`config.mk`:
```
export PLATFORM = sky130hd
export DESIGN_NAME = smbus_seq
export DESIGN_NICKNAME = d
export VERILOG_FILES = /design/src/rtl/smbus_seq_pkg.sv /design/src/rtl/smbus_seq_dp.sv /design/src/rtl/smbus_seq_ctrl.sv /design/src/rtl/smbus_seq.sv
export SDC_FILE = /design/constraint.sdc
export NUM_CORES = 1
export LEC_CHECK = 0
export ABC_AREA = 1
export BUFFER_PORTS_ARGS = -buffer_cell sky130_fd_sc_hd__buf_2
export CORE_ASPECT_RATIO = 0.75
export CORE_UTILIZATION = 40
export CTS_CLUSTER_SIZE = 16
export DETAILED_ROUTE_END_ITERATION = 6
export HOLD_SLACK_MARGIN = 0.12
export SLEW_MARGIN = 20
export SYNTH_ARGS = -nofsm -noshare
export SYNTH_HDL_FRONTEND = slang
export SYNTH_SLANG_ARGS = --single-unit
```
`constraint.sdc`:
```
create_clock -name clk -period 3.95 [get_ports clk]
set_input_delay 0.5925 -clock clk [delete_from_list [all_inputs] [get_ports clk]]
set_output_delay 0.5925 -clock clk [all_outputs]
set_load 0.02 [all_outputs]
```
`src/rtl/smbus_seq_pkg.sv`:
```
package smbus_seq_pkg;

  typedef enum logic [2:0] {
    OP_START  = 3'd0,
    OP_RSTART = 3'd1,
    OP_STOP   = 3'd2,
    OP_WRITE  = 3'd3,
    OP_READ   = 3'd4
  } op_e;

  typedef enum logic [2:0] {
    SEL_NONE, SEL_ADDR1, SEL_ADDR2, SEL_CMD, SEL_LEN, SEL_WDATA
  } bsel_e;

  // wMode/rMode: 0 none, 1 one byte, 2 word, 3 request length
  typedef struct packed {
    logic       quick;
    logic       hasCmd;
    logic       wCnt;
    logic       rCnt;
    logic       lim31;
    logic [1:0] wMode;
    logic [1:0] rMode;
  } traits_t;

  typedef struct packed {
    logic  load;
    logic  wInc;
    logic  rInc;
    logic  rdCap;
    logic  cntLoad;
    logic  setErr;
    bsel_e sel;
  } strobe_t;

  function automatic traits_t decodeKind(logic [3:0] k);
    traits_t t;
    t = '0;
    case (k)
      4'd0:  t.quick = 1'b1;
      4'd1:  t.wMode = 2'd1;
      4'd2:  t.rMode = 2'd1;
      4'd3:  begin t.hasCmd = 1'b1; t.wMode = 2'd1; end
      4'd4:  begin t.hasCmd = 1'b1; t.rMode = 2'd1; end
      4'd5:  begin t.hasCmd = 1'b1; t.wMode = 2'd2; end
      4'd6:  begin t.hasCmd = 1'b1; t.rMode = 2'd2; end
      4'd7:  begin t.hasCmd = 1'b1; t.wMode = 2'd2; t.rMode = 2'd2; end
      4'd8:  begin t.hasCmd = 1'b1; t.wCnt = 1'b1; t.wMode = 2'd3; end
      4'd9:  begin t.hasCmd = 1'b1; t.rCnt = 1'b1; end
      4'd10: begin t.hasCmd = 1'b1; t.wCnt = 1'b1; t.wMode = 2'd3;
                   t.rCnt = 1'b1; t.lim31 = 1'b1; end
      4'd11: begin t.hasCmd = 1'b1; t.wMode = 2'd3; end
      4'd12: begin t.hasCmd = 1'b1; t.rMode = 2'd3; end
      default: t = '0;
    endcase
    return t;
  endfunction

endpackage

```
`src/rtl/smbus_seq_dp.sv`:
```
module smbus_seq_dp
  import smbus_seq_pkg::*;
#(
  parameter int MAX_BLOCK = 32,
  parameter int LEN_W     = $clog2(MAX_BLOCK + 1)
) (
  input  logic             clk,
  input  logic             rstN,
  input  strobe_t          stb,
  input  logic [3:0]       reqKind,
  input  logic [6:0]       reqAddr,
  input  logic [7:0]       reqCmd,
  input  logic [LEN_W-1:0] reqLen,
  input  logic             reqBit,
  input  logic [7:0]       wrData,
  input  logic [7:0]       primRx,
  output logic             reqBad,
  output logic             isQuick,
  output logic             hasCmd,
  output logic             wCnt,
  output logic             hasWrite,
  output logic             rCnt,
  output logic             rdPhase,
  output logic             firstDirRd,
  output logic             wLast,
  output logic             rLast,
  output logic             cntBad,
  output logic [7:0]       primByte,
  output logic [LEN_W-1:0] wrIdx,
  output logic [7:0]       rdData,
  output logic             rdValid,
  output logic [LEN_W-1:0] rdCount,
  output logic             err
);

  localparam logic [LEN_W-1:0] LIM_FULL  = LEN_W'(MAX_BLOCK);
  localparam logic [LEN_W-1:0] LIM_SHORT = LEN_W'(MAX_BLOCK - 1);
  localparam logic [LEN_W-1:0] ONE       = LEN_W'(1);

  traits_t          trIn, trQ;
  logic [6:0]       addrQ;
  logic [7:0]       cmdQ;
  logic [LEN_W-1:0] lenQ, wIdx, rIdx, rTarget, wTarget, limIn, limQ;
  logic             bitQ, errQ;

  assign trIn  = decodeKind(reqKind);
  assign limIn = trIn.lim31 ? LIM_SHORT : LIM_FULL;
  assign limQ  = trQ.lim31 ? LIM_SHORT : LIM_FULL;

  assign reqBad = (reqKind > 4'd12) ||
                  (((trIn.wMode == 2'd3) || (trIn.rMode == 2'd3)) &&
                   ((reqLen == '0) || (reqLen > limIn)));

  assign isQuick    = trQ.quick;
  assign hasCmd     = trQ.hasCmd;
  assign wCnt       = trQ.wCnt;
  assign hasWrite   = (trQ.wMode != 2'd0);
  assign rCnt       = trQ.rCnt;
  assign rdPhase    = trQ.rCnt || (trQ.rMode != 2'd0);
  assign firstDirRd = trQ.quick ? bitQ : (!trQ.hasCmd && rdPhase);

  always_comb begin
    case (trQ.wMode)
      2'd1:    wTarget = ONE;
      2'd2:    wTarget = LEN_W'(2);
      default: wTarget = lenQ;
    endcase
  end

  assign wLast  = (wIdx + ONE) == wTarget;
  assign rLast  = (rIdx + ONE) == rTarget;
  assign cntBad = (primRx == 8'd0) || (primRx > 8'(limQ));

  always_comb begin
    case (stb.sel)
      SEL_ADDR1: primByte = {addrQ, firstDirRd};
      SEL_ADDR2: primByte = {addrQ, 1'b1};
      SEL_CMD:   primByte = cmdQ;
      SEL_LEN:   primByte = 8'(lenQ);
      SEL_WDATA: primByte = wrData;
      default:   primByte = 8'd0;
    endcase
  end

  always_ff @(posedge clk) begin
    if (!rstN) begin
      trQ     <= '0;
      addrQ   <= '0;
      cmdQ    <= '0;
      lenQ    <= '0;
      bitQ    <= 1'b0;
      wIdx    <= '0;
      rIdx    <= '0;
      rTarget <= '0;
      errQ    <= 1'b0;
      rdData  <= '0;
      rdValid <= 1'b0;
    end else begin
      rdValid <= 1'b0;
      if (stb.load) begin
        trQ   <= trIn;
        addrQ <= reqAddr;
        cmdQ  <= reqCmd;
        lenQ  <= reqLen;
        bitQ  <= reqBit;
        wIdx  <= '0;
        rIdx  <= '0;
        errQ  <= stb.setErr;
        case (trIn.rMode)
          2'd1:    rTarget <= ONE;
          2'd2:    rTarget <= LEN_W'(2);
          default: rTarget <= reqLen;
        endcase
      end else begin
        if (stb.setErr)  errQ    <= 1'b1;
        if (stb.wInc)    wIdx    <= wIdx + ONE;
        if (stb.rInc)    rIdx    <= rIdx + ONE;
        if (stb.cntLoad) rTarget <= primRx[LEN_W-1:0];
        if (stb.rdCap) begin
          rdData  <= primRx;
          rdValid <= 1'b1;
        end
      end
    end
  end

  assign wrIdx   = wIdx;
  assign rdCount = rIdx;
  assign err     = errQ;

  p_rdcount_bound_r6: assert property (@(posedge clk) disable iff (!rstN)
    rdCount <= LIM_FULL);
  p_rdvalid_counted_r13: assert property (@(posedge clk) disable iff (!rstN)
    rdValid |-> (rdCount != '0));

endmodule

```
`src/rtl/smbus_seq_ctrl.sv`:
```
module smbus_seq_ctrl
  import smbus_seq_pkg::*;
(
  input  logic    clk,
  input  logic    rstN,
  input  logic    reqValid,
  input  logic    reqBad,
  input  logic    isQuick,
  input  logic    hasCmd,
  input  logic    wCnt,
  input  logic    hasWrite,
  input  logic    rCnt,
  input  logic    rdPhase,
  input  logic    wLast,
  input  logic    rLast,
  input  logic    cntBad,
  input  logic    primDone,
  input  logic    primAck,
  output logic    reqReady,
  output logic    primValid,
  output op_e     primOp,
  output logic    primNack,
  output logic    done,
  output strobe_t stb
);

  typedef enum logic [3:0] {
    S_IDLE, S_BEGIN, S_ADDR1, S_CMD, S_WCNT, S_WDATA, S_RSTART,
    S_ADDR2, S_RCNT, S_RDATA, S_DISCARD, S_STOP, S_FIN
  } state_e;

  state_e st, nxt;

  always_comb begin
    stb       = '0;
    stb.sel   = SEL_NONE;
    nxt       = st;
    primValid = 1'b0;
    primOp    = OP_START;
    primNack  = 1'b0;
    case (st)
      S_IDLE: if (reqValid) begin
        stb.load = 1'b1;
        if (reqBad) begin stb.setErr = 1'b1; nxt = S_FIN; end
        else nxt = S_BEGIN;
      end
      S_BEGIN: begin
        primValid = 1'b1;
        if (primDone) nxt = S_ADDR1;
      end
      S_ADDR1: begin
        primValid = 1'b1; primOp = OP_WRITE; stb.sel = SEL_ADDR1;
        if (primDone) begin
          if (!primAck)      begin stb.setErr = 1'b1; nxt = S_STOP; end
          else if (isQuick)  nxt = S_STOP;
          else if (hasCmd)   nxt = S_CMD;
          else if (hasWrite) nxt = S_WDATA;
          else               nxt = S_RDATA;
        end
      end
      S_CMD: begin
        primValid = 1'b1; primOp = OP_WRITE; stb.sel = SEL_CMD;
        if (primDone) begin
          if (!primAck)      begin stb.setErr = 1'b1; nxt = S_STOP; end
          else if (wCnt)     nxt = S_WCNT;
          else if (hasWrite) nxt = S_WDATA;
          else               nxt = S_RSTART;
        end
      end
      S_WCNT: begin
        primValid = 1'b1; primOp = OP_WRITE; stb.sel = SEL_LEN;
        if (primDone) begin
          if (!primAck) begin stb.setErr = 1'b1; nxt = S_STOP; end
          else nxt = S_WDATA;
        end
      end
      S_WDATA: begin
        primValid = 1'b1; primOp = OP_WRITE; stb.sel = SEL_WDATA;
        if (primDone) begin
          if (!primAck) begin stb.setErr = 1'b1; nxt = S_STOP; end
          else begin
            stb.wInc = 1'b1;
            if (wLast) nxt = rdPhase ? S_RSTART : S_STOP;
          end
        end
      end
      S_RSTART: begin
        primValid = 1'b1; primOp = OP_RSTART;
        if (primDone) nxt = S_ADDR2;
      end
      S_ADDR2: begin
        primValid = 1'b1; primOp = OP_WRITE; stb.sel = SEL_ADDR2;
        if (primDone) begin
          if (!primAck)  begin stb.setErr = 1'b1; nxt = S_STOP; end
          else if (rCnt) nxt = S_RCNT;
          else           nxt = S_RDATA;
        end
      end
      S_RCNT: begin
        primValid = 1'b1; primOp = OP_READ;
        if (primDone) begin
          if (cntBad) begin stb.setErr = 1'b1; nxt = S_DISCARD; end
          else begin stb.cntLoad = 1'b1; nxt = S_RDATA; end
        end
      end
      S_RDATA: begin
        primValid = 1'b1; primOp = OP_READ; primNack = rLast;
        if (primDone) begin
          stb.rdCap = 1'b1; stb.rInc = 1'b1;
          if (rLast) nxt = S_STOP;
        end
      end
      S_DISCARD: begin
        primValid = 1'b1; primOp = OP_READ; primNack = 1'b1;
        if (primDone) nxt = S_STOP;
      end
      S_STOP: begin
        primValid = 1'b1; primOp = OP_STOP;
        if (primDone) nxt = S_FIN;
      end
      S_FIN:   nxt = S_IDLE;
      default: nxt = S_IDLE;
    endcase
  end

  always_ff @(posedge clk) begin
    if (!rstN) st <= S_IDLE;
    else       st <= nxt;
  end

  assign reqReady = (st == S_IDLE);
  assign done     = (st == S_FIN);

  p_hold_req_r13: assert property (@(posedge clk) disable iff (!rstN)
    (primValid && !primDone) |=> (primValid && $stable(primOp) && $stable(primNack)));
  p_nack_abort_r10: assert property (@(posedge clk) disable iff (!rstN)
    (primValid && primDone && primOp == OP_WRITE && !primAck) |=> (primValid && primOp == OP_STOP));
  p_start_first_r1: assert property (@(posedge clk) disable iff (!rstN)
    (reqValid && reqReady && !reqBad) |=> (primValid && primOp == OP_START));
  p_reject_r12: assert property (@(posedge clk) disable iff (!rstN)
    (reqValid && reqReady && reqBad) |=> (done && !primValid));

endmodule

```
`src/rtl/smbus_seq.sv`:
```
module smbus_seq
  import smbus_seq_pkg::*;
#(
  parameter int MAX_BLOCK = 32,
  parameter int LEN_W     = $clog2(MAX_BLOCK + 1)
) (
  input  logic             clk,
  input  logic             rstN,
  input  logic             reqValid,
  output logic             reqReady,
  input  logic [3:0]       reqKind,
  input  logic [6:0]       reqAddr,
  input  logic [7:0]       reqCmd,
  input  logic [LEN_W-1:0] reqLen,
  input  logic             reqBit,
  output logic [LEN_W-1:0] wrIdx,
  input  logic [7:0]       wrData,
  output logic             primValid,
  output logic [2:0]       primOp,
  output logic [7:0]       primByte,
  output logic             primNack,
  input  logic             primDone,
  input  logic             primAck,
  input  logic [7:0]       primRx,
  output logic [7:0]       rdData,
  output logic             rdValid,
  output logic [LEN_W-1:0] rdCount,
  output logic             done,
  output logic             err
);

  strobe_t stb;
  op_e     opInt;
  logic    reqBad, isQuick, hasCmd, wCnt, hasWrite, rCnt, rdPhase;
  logic    firstDirRd, wLast, rLast, cntBad;

  smbus_seq_ctrl u_ctrl (
    .clk(clk), .rstN(rstN), .reqValid(reqValid), .reqBad(reqBad),
    .isQuick(isQuick), .hasCmd(hasCmd), .wCnt(wCnt), .hasWrite(hasWrite),
    .rCnt(rCnt), .rdPhase(rdPhase), .wLast(wLast), .rLast(rLast),
    .cntBad(cntBad), .primDone(primDone), .primAck(primAck),
    .reqReady(reqReady), .primValid(primValid), .primOp(opInt),
    .primNack(primNack), .done(done), .stb(stb)
  );

  smbus_seq_dp #(.MAX_BLOCK(MAX_BLOCK), .LEN_W(LEN_W)) u_dp (
    .clk(clk), .rstN(rstN), .stb(stb), .reqKind(reqKind), .reqAddr(reqAddr),
    .reqCmd(reqCmd), .reqLen(reqLen), .reqBit(reqBit), .wrData(wrData),
    .primRx(primRx), .reqBad(reqBad), .isQuick(isQuick), .hasCmd(hasCmd),
    .wCnt(wCnt), .hasWrite(hasWrite), .rCnt(rCnt), .rdPhase(rdPhase),
    .firstDirRd(firstDirRd), .wLast(wLast), .rLast(rLast), .cntBad(cntBad),
    .primByte(primByte), .wrIdx(wrIdx), .rdData(rdData), .rdValid(rdValid),
    .rdCount(rdCount), .err(err)
  );

  assign primOp = opInt;

endmodule

```
==> impl_metrics.json <==
{
  "outcome": "finished, final reports clean",
  "cts_tree": "done",
  "crit_path_end_kind": "output pin",
  "dieHeight_um": 85.7,
  "grt_pass1_wl_um": 16700,
  "cts_made_buffers": 9,
  "port_buffers": 83,
  "diodes": 0,
  "coreArea_mm2": 0.00905,
  "clock_skew_ns": 0.00648,
  "netlist_area_mm2": 0.00373,
  "drive_gt1_share_pct": 19.8,
  "path_delay_family": "simple AND/OR/NAND/NOR gates",
  "ios": 84,
  "drc": 0,
  "route.detailed.wl_per_inst_um": 13.5,
  "first_global_vias": 3365,
  "tightestPinTransition_ns": 0.736,
  "ant_nets": 0,
  "placed_cell_area_mm2": 0.00426,
  "slowest_stage": "nor2_1",
  "hold_class": "reg -> reg",
  "crit_fanout": 7,
  "hpwl_um": 7910,
  "grt_overflow_total": 0,
  "cp.arrival_ns": 2.04,
  "die_w_um": 114,
  "antenna_found_initial": 0,
  "clock_sinks": 63,
  "ctsResizeCount": 0,
  "crit_type": "reg -> out",
  "clk_latency_ns": 0.33,
  "ys_warn_count": 0,
  "avgSynthCellArea_um2": 6.78,
  "clk_pin_slew_worst_paths_ns": 0.05,
  "final_util_pct": 50.9,
  "die_area_mm2": 0.00973,
  "firstDrtPassIters": 5,
  "gp_congestion": 0.940,
  "drv_slew": 0,
  "crit_path_start_kind": "flop",
  "yosysSeqAreaShare_pct": 33.8,
  "fin_crit_sh_pct": 66.6,
  "syn_nets": 615,
  "ys_ff_latch": 63,
  "syn2layout_area_growth_pct": 23.4,
  "synth_cells": 551,
  "post_cts_buffers": 0,
  "slowest_delay_ns": 0.43,
  "rsz0062_at_grt": "false",
  "vias": 3834,
  "grt_use_total_pct": 21.9,
  "rows": 30,
  "p_leak_nw": 2.21,
  "max_freq_mhz": 380,
  "rrSetupSlack_ns": 1.67,
  "fin_setup_tns_ns": 0,
  "ctsHtreeMaxLevel": 3,
  "drt_wl_total_um": 10300,
  "grt_start_max_net_pins": 45,
  "root_buffer": "clkbuf_16",
  "timing.slew.headroom_pct": 50.9,
  "layout.nets": 696,
  "period_minus_slack_ns": 2.63,
  "cp_cell_sequence": "nand2_1 -> nor2_1 -> inv_1 -> o22ai_1 -> a21oi_1 -> o21ai_0 -> buf_2",
  "critPathBufInv": 2,
  "register_area_mm2": 0.00126,
  "synth_cell_types": 39,
  "drtIter0Drc": 269,
  "required_ns": 3.36,
  "finalSetupViolCount": 0,
  "ctsHoldBuffers": 0,
  "floorplan.initialDensity_pct": 41.3,
  "cts_buffer_depth": 2,
  "hold_violations": 0,
  "fillers": 944,
  "vias_per_cell": 5.01,
  "fin_area_mm2": 0.00461,
  "multi_input_area_mm2": 0.00208,
  "cap_violations": 0,
  "p_per_area_mw_per_mm2": 662,
  "ir_drop_mv": 0.257
}
-- layout by cell type (no fill, tap or decap), types with 5 or more instances in the layout --
cell type / instances
nor2_1: 53
a21oi_1: 44
ha_1: 17
xor2_1: 10
clkbuf_16: 9
nand2_1: 99
buf_2: 83
nand2_2: 5
o22ai_1: 13
nand3_1: 27
o21ai_0: 64
inv_1: 85
dfxtp_1: 63
-- sequential cells by signal (all words and copies together), names as in the netlist, 4 cells and up --
name and cells:
u_ctrl.st 4, u_dp.addrQ 7, u_dp.cmdQ 8, u_dp.lenQ 6, u_dp.rTarget 6, u_dp.rdCount 6, u_dp.rdData 8, u_dp.trQ 5
u_dp.wrIdx 6
-- power breakdown --
group	internal (mW)	switching [mW]	total, mW
logic	0.404	0.863	1.27
clock network	0.618	0.295	0.912
registers	0.791	0.0790	0.870
-- tightest hold or removal path, delay by kind of cell, from the launching register on --
family	cells	cell delay, ns
flops	1	0.29
compound gates	1	0.05
buf+inv	1	0.05
-- final timing paths --
kind / start / to / depth (start not counted)
min reg2reg: u_dp.addrQ[2] / u_dp.addrQ[2] / 2
max: u_ctrl.st[0] / primByte[5] / 7
min: u_dp.addrQ[2] / u_dp.addrQ[2] / 2
max reg2reg: u_dp.trQ[2] / u_ctrl.st[1] / 11
-- logic make-up after synthesis --
group           synth area share, %
compound gates                 22.9
xor+xnor                       3.28
fa+ha+maj                      5.70
buf+inv                        10.5
flops                          33.8
simple gates                   23.9
-- area by class of cell --
type                       instances  area share [%]
clock buffer                       9            4.89
timing repair buffer              85            9.34
inverter                          88            7.17
multi-input combinational        385            45.1
tap                              128            3.48
sequential                        63            27.4
clock inverter                     7            2.61
-- per-stage QoR --
stage                     worst slack, ns  instances  power (mW)  hold slack [ns]
after floorplan                      1.55        551        1.79            0.425
after global placement               1.52        749        2.12            0.437
after detailed placement             1.52        749        2.13            0.439
after CTS                            1.34        765        3.05            0.447
after global routing                 1.03        765        3.25            0.464
final                                1.32        765        3.05            0.448
-- Yosys cell counts, drive strengths merged --
cell type | number | area share, %
xor2 | 10 | 2.3
ha | 17 | 5.7
nor3 | 2 | 0.27
o31ai | 1 | 0.20
inv | 88 | 8.8
o2111ai | 1 | 0.23
nand2 | 104 | 11
o221ai | 2 | 0.47
a221oi | 3 | 0.70
dfxtp | 63 | 34
nor2 | 61 | 7.2
or2 | 1 | 0.17
clkbuf | 9 | 0.90
a21oi | 48 | 6.8
nor4 | 4 | 0.67
o21ai | 69 | 9.4
o22ai | 13 | 2.2
and3 | 1 | 0.17
a31oi | 4 | 0.67
nand3 | 28 | 4.1
a2111oi | 2 | 0.47
a211oi | 3 | 0.60
buf | 6 | 0.77
o211ai | 2 | 0.40
o21bai | 2 | 0.50
xnor2 | 4 | 0.94
o41ai | 1 | 0.23
nand4 | 2 | 0.50
-- layer usage --
layer / part of all wire [%] / global-route usage (%) / up-vias
met5: 0 / 0 / -
met4: 1.3 / 7.06 / 0
met3: 5.4 / 3.60 / 13
met2: 39 / 30.2 / 118
met1: 54 / 34.1 / 1719
li1: - / - / 1984
Power figures use the tool's default switching activity.
